<file path="src/rtl/secviol_pkg.sv">
// Package: shared register indices, bit positions and types for the
// security violation register controller. Assumes 32-bit register words.
package secviol_pkg;

    localparam int NSRC      = 6;      // violation sources
    localparam int DW        = 32;     // register data width

    // word indices (byte offset / 4)
    localparam int IDX_LOCK  = 0;
    localparam int IDX_CMD   = 1;
    localparam int IDX_CTRL  = 2;
    localparam int IDX_ICFG  = 3;
    localparam int IDX_VCTL  = 4;
    localparam int IDX_STAT  = 5;
    localparam int IDX_VSTAT = 6;
    localparam int NWORDS    = 7;

    // lock word bits
    localparam int LK_ICFG   = 17;
    localparam int LK_VCTL   = 16;
    localparam int LK_CTRL   = 6;

    // command word bits
    localparam int CMD_SV    = 8;
    localparam int CMD_FSV   = 9;
    localparam int CMD_LPSV  = 10;

    // status word state field
    localparam int SM_LSB    = 8;
    localparam int SM_W      = 4;

    // violation status ECC flag
    localparam int ECC_BIT   = 27;

    typedef struct packed {
        logic icfg;
        logic vctl;
        logic ctrl;
    } lock_t;

    typedef enum logic [SM_W-1:0] {
        SM_INIT     = 4'd0,
        SM_HARDFAIL = 4'd1,
        SM_SOFTFAIL = 4'd3,
        SM_TRANS    = 4'd8,
        SM_CHECK    = 4'd9,
        SM_NONSEC   = 4'd11,
        SM_TRUSTED  = 4'd13,
        SM_SECURE   = 4'd15
    } sm_state_e;

endpackage

</file>
<file path="src/rtl/secviol_decode.sv">
// Address decoder: turns a byte address and write strobe into one write
// strobe per register word. Assumes word-aligned accesses; misaligned or
// out-of-range addresses produce no strobe and no hit.
module secviol_decode #(
    parameter int AW     = 5,
    parameter int NWORDS = 7
) (
    input  logic              wr_en,
    input  logic [AW-1:0]     addr,
    output logic              hit,
    output logic [NWORDS-1:0] wr_word
);
    localparam int WIW = AW - 2;

    logic [WIW-1:0] widx;
    assign widx = addr[AW-1:2];

    // hit: aligned address inside the register page
    always_comb begin
        hit = (addr[1:0] == 2'b00) && (int'(widx) < NWORDS);
    end

    // one strobe per implemented word
    for (genvar w = 0; w < NWORDS; w++) begin : g_strobe
        assign wr_word[w] = wr_en && hit && (int'(widx) == w);
    end
endmodule

</file>
<file path="src/rtl/secviol_lockreg.sv">
// Lock word: three sticky freeze bits, set by writing 1, cleared only by
// reset. Assumes the caller hands in the three data bits in lock_t order.
module secviol_lockreg
    import secviol_pkg::*;
(
    input  logic  clk,
    input  logic  rst_n,
    input  logic  we,
    input  lock_t set_bits,
    output lock_t lock_q
);
    // sticky OR of written ones
    always_ff @(posedge clk) begin
        if (!rst_n)  lock_q <= '0;
        else if (we) lock_q <= lock_q | set_bits;
    end
endmodule

</file>
<file path="src/rtl/secviol_cfgreg.sv">
// Generic lockable configuration register of width W. A write while
// 'locked' is high is dropped. Assumes reset value 0.
module secviol_cfgreg #(
    parameter int W = 6
) (
    input  logic         clk,
    input  logic         rst_n,
    input  logic         we,
    input  logic         locked,
    input  logic [W-1:0] wdata,
    output logic [W-1:0] q
);
    // load on an unlocked write
    always_ff @(posedge clk) begin
        if (!rst_n)             q <= '0;
        else if (we && !locked) q <= wdata;
    end
endmodule

</file>
<file path="src/rtl/secviol_cmd.sv">
// Command word: self-clearing triggers. The software violation request is
// passed through combinationally so status latches it at the write edge;
// the fatal and low-power requests become registered one-cycle pulses.
module secviol_cmd (
    input  logic clk,
    input  logic rst_n,
    input  logic we,
    input  logic req_sv,
    input  logic req_fsv,
    input  logic req_lpsv,
    output logic sw_viol,
    output logic fatal_q,
    output logic lp_q
);
    // software violation toward status source 0
    always_comb begin
        sw_viol = we && req_sv;
    end

    // pulses: high only for the cycle after a requesting write
    always_ff @(posedge clk) begin
        if (!rst_n) begin
            fatal_q <= 1'b0;
            lp_q    <= 1'b0;
        end else begin
            fatal_q <= we && req_fsv;
            lp_q    <= we && req_lpsv;
        end
    end
endmodule

</file>
<file path="src/rtl/secviol_vstat.sv">
// Violation status: NSRC sticky source bits plus an ECC flag. A set and a
// write-one-to-clear in the same cycle leave the bit set.
module secviol_vstat #(
    parameter int NSRC = 6
) (
    input  logic            clk,
    input  logic            rst_n,
    input  logic [NSRC-1:0] set_src,
    input  logic            set_ecc,
    input  logic            clr_we,
    input  logic [NSRC-1:0] clr_src,
    input  logic            clr_ecc,
    output logic [NSRC-1:0] src_q,
    output logic            ecc_q
);
    // per-source sticky bit; set has priority over clear
    for (genvar i = 0; i < NSRC; i++) begin : g_src
        always_ff @(posedge clk) begin
            if (!rst_n)                   src_q[i] <= 1'b0;
            else if (set_src[i])          src_q[i] <= 1'b1;
            else if (clr_we && clr_src[i]) src_q[i] <= 1'b0;
        end
    end

    // ECC flag, same policy
    always_ff @(posedge clk) begin
        if (!rst_n)                ecc_q <= 1'b0;
        else if (set_ecc)          ecc_q <= 1'b1;
        else if (clr_we && clr_ecc) ecc_q <= 1'b0;
    end
endmodule

</file>
<file path="src/rtl/secviol_regblock.sv">
// Top: security violation register page. Latches violation lines into
// sticky status, raises a registered interrupt for enabled sources, holds
// lockable configuration and self-clearing command triggers, and reports
// the externally supplied monitor state. Assumes one access per cycle and
// a combinational read path.
module secviol_regblock
    import secviol_pkg::*;
#(
    parameter int AW = 5
) (
    input  logic             clk,
    input  logic             rst_n,
    input  logic             wr_en,
    input  logic [AW-1:0]    addr,
    input  logic [DW-1:0]    wdata,
    output logic [DW-1:0]    rdata,
    input  logic [NSRC-1:0]  viol_in,
    input  logic             ecc_fail_in,
    input  logic [SM_W-1:0]  sm_state,
    output logic             irq,
    output logic             fatal_pulse,
    output logic             lp_viol_pulse
);
    localparam int WIW = AW - 2;

    logic              hit;
    logic [NWORDS-1:0] wr_word;
    lock_t             lock_q;
    lock_t             lock_set;
    logic [DW-1:0]     ctrl_q;
    logic [NSRC-1:0]   icfg_q;
    logic [NSRC-1:0]   vctl_q;
    logic [NSRC-1:0]   vstat_q;
    logic              ecc_q;
    logic              sw_viol;
    logic [NSRC-1:0]   set_src;
    logic [WIW-1:0]    widx;

    secviol_decode #(.AW(AW), .NWORDS(NWORDS)) u_decode (
        .wr_en   (wr_en),
        .addr    (addr),
        .hit     (hit),
        .wr_word (wr_word)
    );

    // lock bits gathered from their word positions
    always_comb begin
        lock_set.icfg = wdata[LK_ICFG];
        lock_set.vctl = wdata[LK_VCTL];
        lock_set.ctrl = wdata[LK_CTRL];
    end

    secviol_lockreg u_lock (
        .clk      (clk),
        .rst_n    (rst_n),
        .we       (wr_word[IDX_LOCK]),
        .set_bits (lock_set),
        .lock_q   (lock_q)
    );

    secviol_cfgreg #(.W(DW)) u_ctrl (
        .clk    (clk),
        .rst_n  (rst_n),
        .we     (wr_word[IDX_CTRL]),
        .locked (lock_q.ctrl),
        .wdata  (wdata),
        .q      (ctrl_q)
    );

    secviol_cfgreg #(.W(NSRC)) u_icfg (
        .clk    (clk),
        .rst_n  (rst_n),
        .we     (wr_word[IDX_ICFG]),
        .locked (lock_q.icfg),
        .wdata  (wdata[NSRC-1:0]),
        .q      (icfg_q)
    );

    secviol_cfgreg #(.W(NSRC)) u_vctl (
        .clk    (clk),
        .rst_n  (rst_n),
        .we     (wr_word[IDX_VCTL]),
        .locked (lock_q.vctl),
        .wdata  (wdata[NSRC-1:0]),
        .q      (vctl_q)
    );

    secviol_cmd u_cmd (
        .clk      (clk),
        .rst_n    (rst_n),
        .we       (wr_word[IDX_CMD]),
        .req_sv   (wdata[CMD_SV]),
        .req_fsv  (wdata[CMD_FSV]),
        .req_lpsv (wdata[CMD_LPSV]),
        .sw_viol  (sw_viol),
        .fatal_q  (fatal_pulse),
        .lp_q     (lp_viol_pulse)
    );

    // source 0 also takes the software violation
    always_comb begin
        set_src    = viol_in;
        set_src[0] = viol_in[0] | sw_viol;
    end

    secviol_vstat #(.NSRC(NSRC)) u_vstat (
        .clk     (clk),
        .rst_n   (rst_n),
        .set_src (set_src),
        .set_ecc (ecc_fail_in),
        .clr_we  (wr_word[IDX_VSTAT]),
        .clr_src (wdata[NSRC-1:0]),
        .clr_ecc (wdata[ECC_BIT]),
        .src_q   (vstat_q),
        .ecc_q   (ecc_q)
    );

    // interrupt: pending AND enabled, registered once
    always_ff @(posedge clk) begin
        if (!rst_n) irq <= 1'b0;
        else        irq <= |(vstat_q & icfg_q);
    end

    // read mux over the register words
    assign widx = addr[AW-1:2];
    always_comb begin
        rdata = '0;
        if (hit) begin
            case (int'(widx))
                IDX_LOCK: begin
                    rdata[LK_ICFG] = lock_q.icfg;
                    rdata[LK_VCTL] = lock_q.vctl;
                    rdata[LK_CTRL] = lock_q.ctrl;
                end
                IDX_CTRL:  rdata = ctrl_q;
                IDX_ICFG:  rdata[NSRC-1:0] = icfg_q;
                IDX_VCTL:  rdata[NSRC-1:0] = vctl_q;
                IDX_STAT:  rdata[SM_LSB +: SM_W] = sm_state;
                IDX_VSTAT: begin
                    rdata[NSRC-1:0] = vstat_q;
                    rdata[ECC_BIT]  = ecc_q;
                end
                default:   rdata = '0;
            endcase
        end
    end
endmodule

</file>
<file path="config.mk">
export PLATFORM = sky130hd
export DESIGN_NAME = secviol_regblock
export DESIGN_NICKNAME = d
export VERILOG_FILES = /design/src/rtl/secviol_pkg.sv /design/src/rtl/secviol_decode.sv /design/src/rtl/secviol_lockreg.sv /design/src/rtl/secviol_cfgreg.sv /design/src/rtl/secviol_cmd.sv /design/src/rtl/secviol_vstat.sv /design/src/rtl/secviol_regblock.sv
export SDC_FILE = /design/constraint.sdc
export NUM_CORES = 1
export LEC_CHECK = 0
export CORE_MARGIN = 2
export CORE_UTILIZATION = 42
export DETAILED_ROUTE_END_ITERATION = 6
export PLACE_DENSITY = 0.76
export SETUP_SLACK_MARGIN = 0.05
export SKIP_CTS_REPAIR_TIMING = 1
export SLEW_MARGIN = 20
export SYNTH_ARGS = -nofsm -noshare
export SYNTH_HDL_FRONTEND = slang
export SYNTH_SLANG_ARGS = --single-unit
</file>
<file path="constraint.sdc">
create_clock -name clk -period 1.5 [get_ports clk]
set_clock_uncertainty 0.2 [all_clocks]
set_input_delay 0.15 -clock clk [delete_from_list [all_inputs] [get_ports clk]]
set_output_delay 0.15 -clock clk [all_outputs]
set_load 0.02 [all_outputs]
</file>
; ---- Word-level counts from Yosys, hierarchy flattened
; Cells that the tools add are included.
[totals]
regBits = 57
in_bits = 51
out_inout_bits = 35
elab_cells = 89
[classes]
n_lt_le_gt_ge = 1
n_eq_ne = 10
mux = 24
bitwise = 3
n_reduce_logical = 35
[op_table]
columns = cell, n
row1 = 32-bit two-way mux, 1
row2 = 6-bit case mux with 4 select lines, 1
row3 = 1-bit logical AND, 21
row4 = 3-bit == test (second input constant), 6
row5 = 1-bit two-way mux, 15
row6 = 2-bit nonzero test, 7
row7 = 3-bit by 2-bit == test with 1-bit output (second input constant), 4
row8 = 9-bit two-way mux, 1
row9 = 4-bit two-way mux, 2
row10 = 4-bit case mux with 2 select lines, 1
row11 = 6-bit bitwise AND, 1
row12 = 3-bit zero test, 2
row13 = 6-bit OR reduction, 1
row14 = 1-bit case mux with 2 select lines, 2
row15 = 2-bit case mux with 2 select lines, 1
row16 = 1-bit zero test, 3
row17 = 3-bit less-than comparator (second input constant), 1
row18 = 3-bit bitwise OR, 1
row19 = 2-bit zero test, 1
row20 = 1-bit bitwise OR, 1

; ---- Logic depth before layout (Yosys ltp)
[logic_depth]
depth_word = 7
mapped_depth = 6
mapped_depth_nobuf = 3

; ---- By module
; Synthesis repeated with hierarchy kept, for this count alone.
[hier_totals]
cells_unflattened = 322
hier_area_um2 = 2846.5
[by_module_without_submodules]
columns = module, n_inst, cells_per_inst, area_per_inst_um2, seq_area_each_um2
row1 = secviol_cfgreg (u_ctrl), 1, 140, 1323.8, 640.6
row2 = secviol_regblock, 1, 72, 516.7, 20.0
row3 = secviol_cfgreg (u_icfg ...), 2, 27, 257.7, 120.1
row4 = secviol_vstat, 1, 28, 245.2, 140.1
row5 = secviol_lockreg, 1, 9, 93.8, 60.1
row6 = secviol_decode, 1, 14, 92.6, 0.0
row7 = secviol_cmd, 1, 5, 58.8, 40.0

; ---- Worst setup path after synthesis
; OpenSTA, ideal clock, no wires.
[synth_path]
path_kind = input-to-output
startpoint = input port addr[3]
endpoint = output port rdata[21]
arrival_ps = 1280
required_time_ps = 1150
path_slack_ps = -130
path_stages = 6
n_path_buf = 3
path_cell_list = buf_4 nand2b_1 buf_2 nor3_2 clkbuf_1 and2_1
[synth_between]
elab_chain_cells = 3
[synth_lines]
columns = item, line_no
row1 = from (decl), secviol_regblock.sv:14  ; input logic [AW-1:0] addr,
row2 = 3-bit less-than comparator / 3-bit by 2-bit == test with 1-bit output (equally long branches), "secviol_decode.sv:20, secviol_regblock.sv:129"
row3 = 1-bit logical AND / 9-bit two-way mux (equally long branches), "secviol_decode.sv:20, secviol_regblock.sv:129"
row4 = 32-bit two-way mux *, secviol_regblock.sv:128  ; if (hit) begin
row5 = to (decl), secviol_regblock.sv:16  ; output logic [DW-1:0] rdata,
; Mark *: on every way between the ends. The rest lies on a longest branch, timed or not.

; ---- Worst setup path after layout
[layout_path]
startpoint = register u_vstat.src_q[5]
endpoint = output port rdata[5]
[layout_between]
elab_chain_cells = 2
[layout_lines]
columns = item, line_no
row1 = from (decl), secviol_vstat.sv:13  ; output logic [NSRC-1:0] src_q,
row2 = "from (signal, indexed assignment)", secviol_vstat.sv:19  ; if (!rst_n) src_q[i] <= 1'b0;
row3 = "from (signal, indexed assignment)", secviol_vstat.sv:20  ; else if (set_src[i]) src_q[i] <= 1'b1;
row4 = "from (signal, indexed assignment)", secviol_vstat.sv:21  ; else if (clr_we && clr_src[i]) src_q[i] <= 1'b0;
row5 = 6-bit case mux with 4 select lines, secviol_regblock.sv:129  ; case (int'(widx))
row6 = 32-bit two-way mux, secviol_regblock.sv:128
; Every way passes these cells.

==> impl_results.md <==
- CP Launch Type: flop
- Synth Register Bits: 57
- Worst skew pair latency: 0.33 ns
- Failing checks: negative setup slack
- Routed WL: 9000 µm
- Fin worst setup slack: -0.108 ns
- Main flop type after synthesis: dfxtp_1
- GRT Util Overall: 0.213
- Largest buffer count on any clock path: 2
- Crit path cell chain: mux2i_1 > o22a_1 > o2bb2ai_2 > buf_6
- CP arrival: ~1.3 ns
- Leakage: around 0.0020 µW
- Final Slew Violations: 0
- Via-per-instance ratio: about 5.2
- Final Non-Filler Cells: roughly 540
- Port buffer count: 85
- Crit Path Max Fanout: 2
- Least-Margin Pin Slew: 0.410 ns
- Share of layout cells above drive strength 1: 0.378
- Initial antenna violation count: 0
- WL/cell: between 15 and 20 µm
- Num CTS Buffers: 9
- Fill count: approximately 470
- Tmin final: approximately 1.6 ns
- H-tree levels: 3
- Setup violators final: 28
- Netlist Area Pre-Place: around 2800 µm²
- Number of synthesized flops with an enable pin: 0
- Ranking of synthesized cells by area: dfxtp_1 (41%), mux2i_1 (19%), nand2_1 (9.6%), and2_1 (4.1%), nor2_1 (2.3%)
- Synthesized net count: around 370
- Antenna cells: 0
- Clock-pin slew on the worst setup and hold paths: 0.06 ns
- Seq/Total Area, Yosys: 0.412
- Setup Slack @ Placement: -0.890 ns
- Most frequent cells in the layout: nand2_1 (71), buf_4 (55), mux2i_1 (51), clkdlybuf4s50_1 (43), dfxtp_1 (39)
- Crit end category: output port
- Via count: approximately 2,800
- Peak VDD IR: roughly 0.7 mV
- Hpwl dp: roughly 5400 µm
- Worst hold path class: in -> reg
- DRC viols: 0
- CP Data Required Time: approximately 1.2 ns
- Initial Utilization: 0.437
- GRT overflow: 0
- Max Cap Violations: 0
- Global-route wire length before repair: between 10,000 and 15,000 µm
- CTS tree: done
- Worst path max stage delay: ~0.34 ns
- PwrDens: roughly 750 nW/µm²
- # rows: 29
- YS warnings: 0
- Slew HR: 0.726
- Slowest CP cell: dfxtp_2
- Fmax: ~0.62 GHz
- Sink Count: 57
- Post-synth top area share: 0.412
- Crit Path Class: reg -> out
- # IOs: 86
- Yosys cell types: 35
- Fraction of the cycle the final worst path needs: 1.07
- Run status: finished, violations left
- First-pass detailed-route iteration total: 4
- Gate Count Post-Synth: 321
- Synthesized area per cell: ~8.6 µm²
- FF/Latch Area: approximately 1200 µm²
- Post-DRT Antenna Nets: 0
- Area occupied by multi-input gates: ~1600 µm²
- Final hold viol count: 0
- Die Y: between 80 and 90 µm
- Largest net degree at the start of global routing: 25
- Synth area leader: dfxtp_1
- DP Cell Count: between 500 and 600
- First DRT Iteration DRCs: 160
- Asr flop ratio synth: 0
- Global placement routability congestion: ~0.85
- Synth-to-Final Area Change: 67.5%
- Die ar.: about 7300 µm²
- Core area: approximately 6300 µm²
- RSZ-0062 raised after global routing: yes
- Vias in the first global route: 2,601
- CTS root buffer: clkbuf_8
- Nets: between 500 and 600
- Die W: approximately 85 µm
- Most common cell after layout, fill and taps aside: nand2_1
==> registers in the layout, summed over array words and instances (netlist names) <==
signal	count
irq	1
u_cmd.fatal_q	1
u_cmd.lp_q	1
u_ctrl.q	32
u_icfg.q	6
u_lock.lock_q	3
u_vctl.q	6
u_vstat.ecc_q	1
u_vstat.src_q	6
==> where the power goes <==
group          internal [µW]  switching (µW)
combinational            288             218
sequential              1540            13.7
clock                    799             614
total                   2630             845
==> logic make-up (layout without fill, tap and decap cells) <==
family | count (synthesis) | count (layout) | share of synthesized area
compound gates | 45 | 45 | 0.104
buf+inv | 33 | 177 | 0.0587
flops | 57 | 57 | 0.412
mux | 53 | 53 | 0.191
simple gates | 133 | 133 | 0.235
==> per-layer routing <==
| layer | GRT usage | vias up | share of wire |
|---|---|---|---|
| met5 | 0 | - | 0 |
| met4 | 0.0664 | 0 | 0.024 |
| met3 | 0.0613 | 18 | 0.060 |
| met2 | 0.347 | 104 | 0.49 |
| met1 | 0.272 | 1333 | 0.42 |
| li1 | - | 1382 | - |
==> final timing paths <==
check / start / to / slack, ns / depth (start not counted)
worst max register to register: u_lock.lock_q[0]$_SDFFE_PN0P_ / u_ctrl.q[24]$_SDFFE_PN0P_ / 0.01 / 4
worst min-delay path: rst_n / u_ctrl.q[17]$_SDFFE_PN0P_ / 0.001 / 3
worst max-delay path: u_vstat.src_q[5]$_SDFFE_PN0P_ / rdata[5] / -0.11 / 4
worst min register to register: u_ctrl.q[2]$_SDFFE_PN0P_ / u_ctrl.q[2]$_SDFFE_PN0P_ / 0.26 / 2
==> stage by stage <==
step	utilization	hold WS [ns]	TNS, ns	power [µW]	cell area, µm²
final	0.731	0.000985	-1.10	3470	4640
after global routing	0.731	0.0242	-2.33	3590	4640
after CTS	0.660	-0.0466	-41.50	3410	4190
after detailed placement	0.629	0.246	-59.32	2000	4000
after global placement	0.629	0.237	-57.40	2000	4000
after floorplan	-	0.0510	-1.22	1760	2840
==> final cells by class <==
class	instances	share of cell area
clock buffers	10	0.0296
inverters	9	0.00727
multi-input cells	231	0.345
clock inverters	6	0.0124
well taps	77	0.0207
repair buffers	152	0.334
flip-flops and latches	57	0.251
==> synthesized netlist by cell type (2+ instances only) <==
| master | number |
|---|---|
| a21oi_1 | 7 |
| a22oi_1 | 7 |
| a31oi_1 | 10 |
| and2_1 | 18 |
| and3_1 | 2 |
| buf_2 | 4 |
| buf_6 | 4 |
| clkbuf_1 | 15 |
| dfxtp_1 | 57 |
| inv_1 | 9 |
| mux2i_1 | 53 |
| nand2_1 | 71 |
| nand2b_1 | 4 |
| nand3_1 | 6 |
| nor2_1 | 17 |
| nor3b_1 | 2 |
| o21ai_0 | 8 |
| o21ai_1 | 4 |
| o22a_1 | 6 |
| or3_1 | 2 |
==> critical path, delay by kind of cell (launching register included) <==
kind	cells	cell delay (ns)
AOI/OAI and AO/OA	2	0.38
buffers and inverters	1	0.14
DFF	1	0.34
muxes	1	0.06
Note: power is estimated with default switching activity, not from simulation.
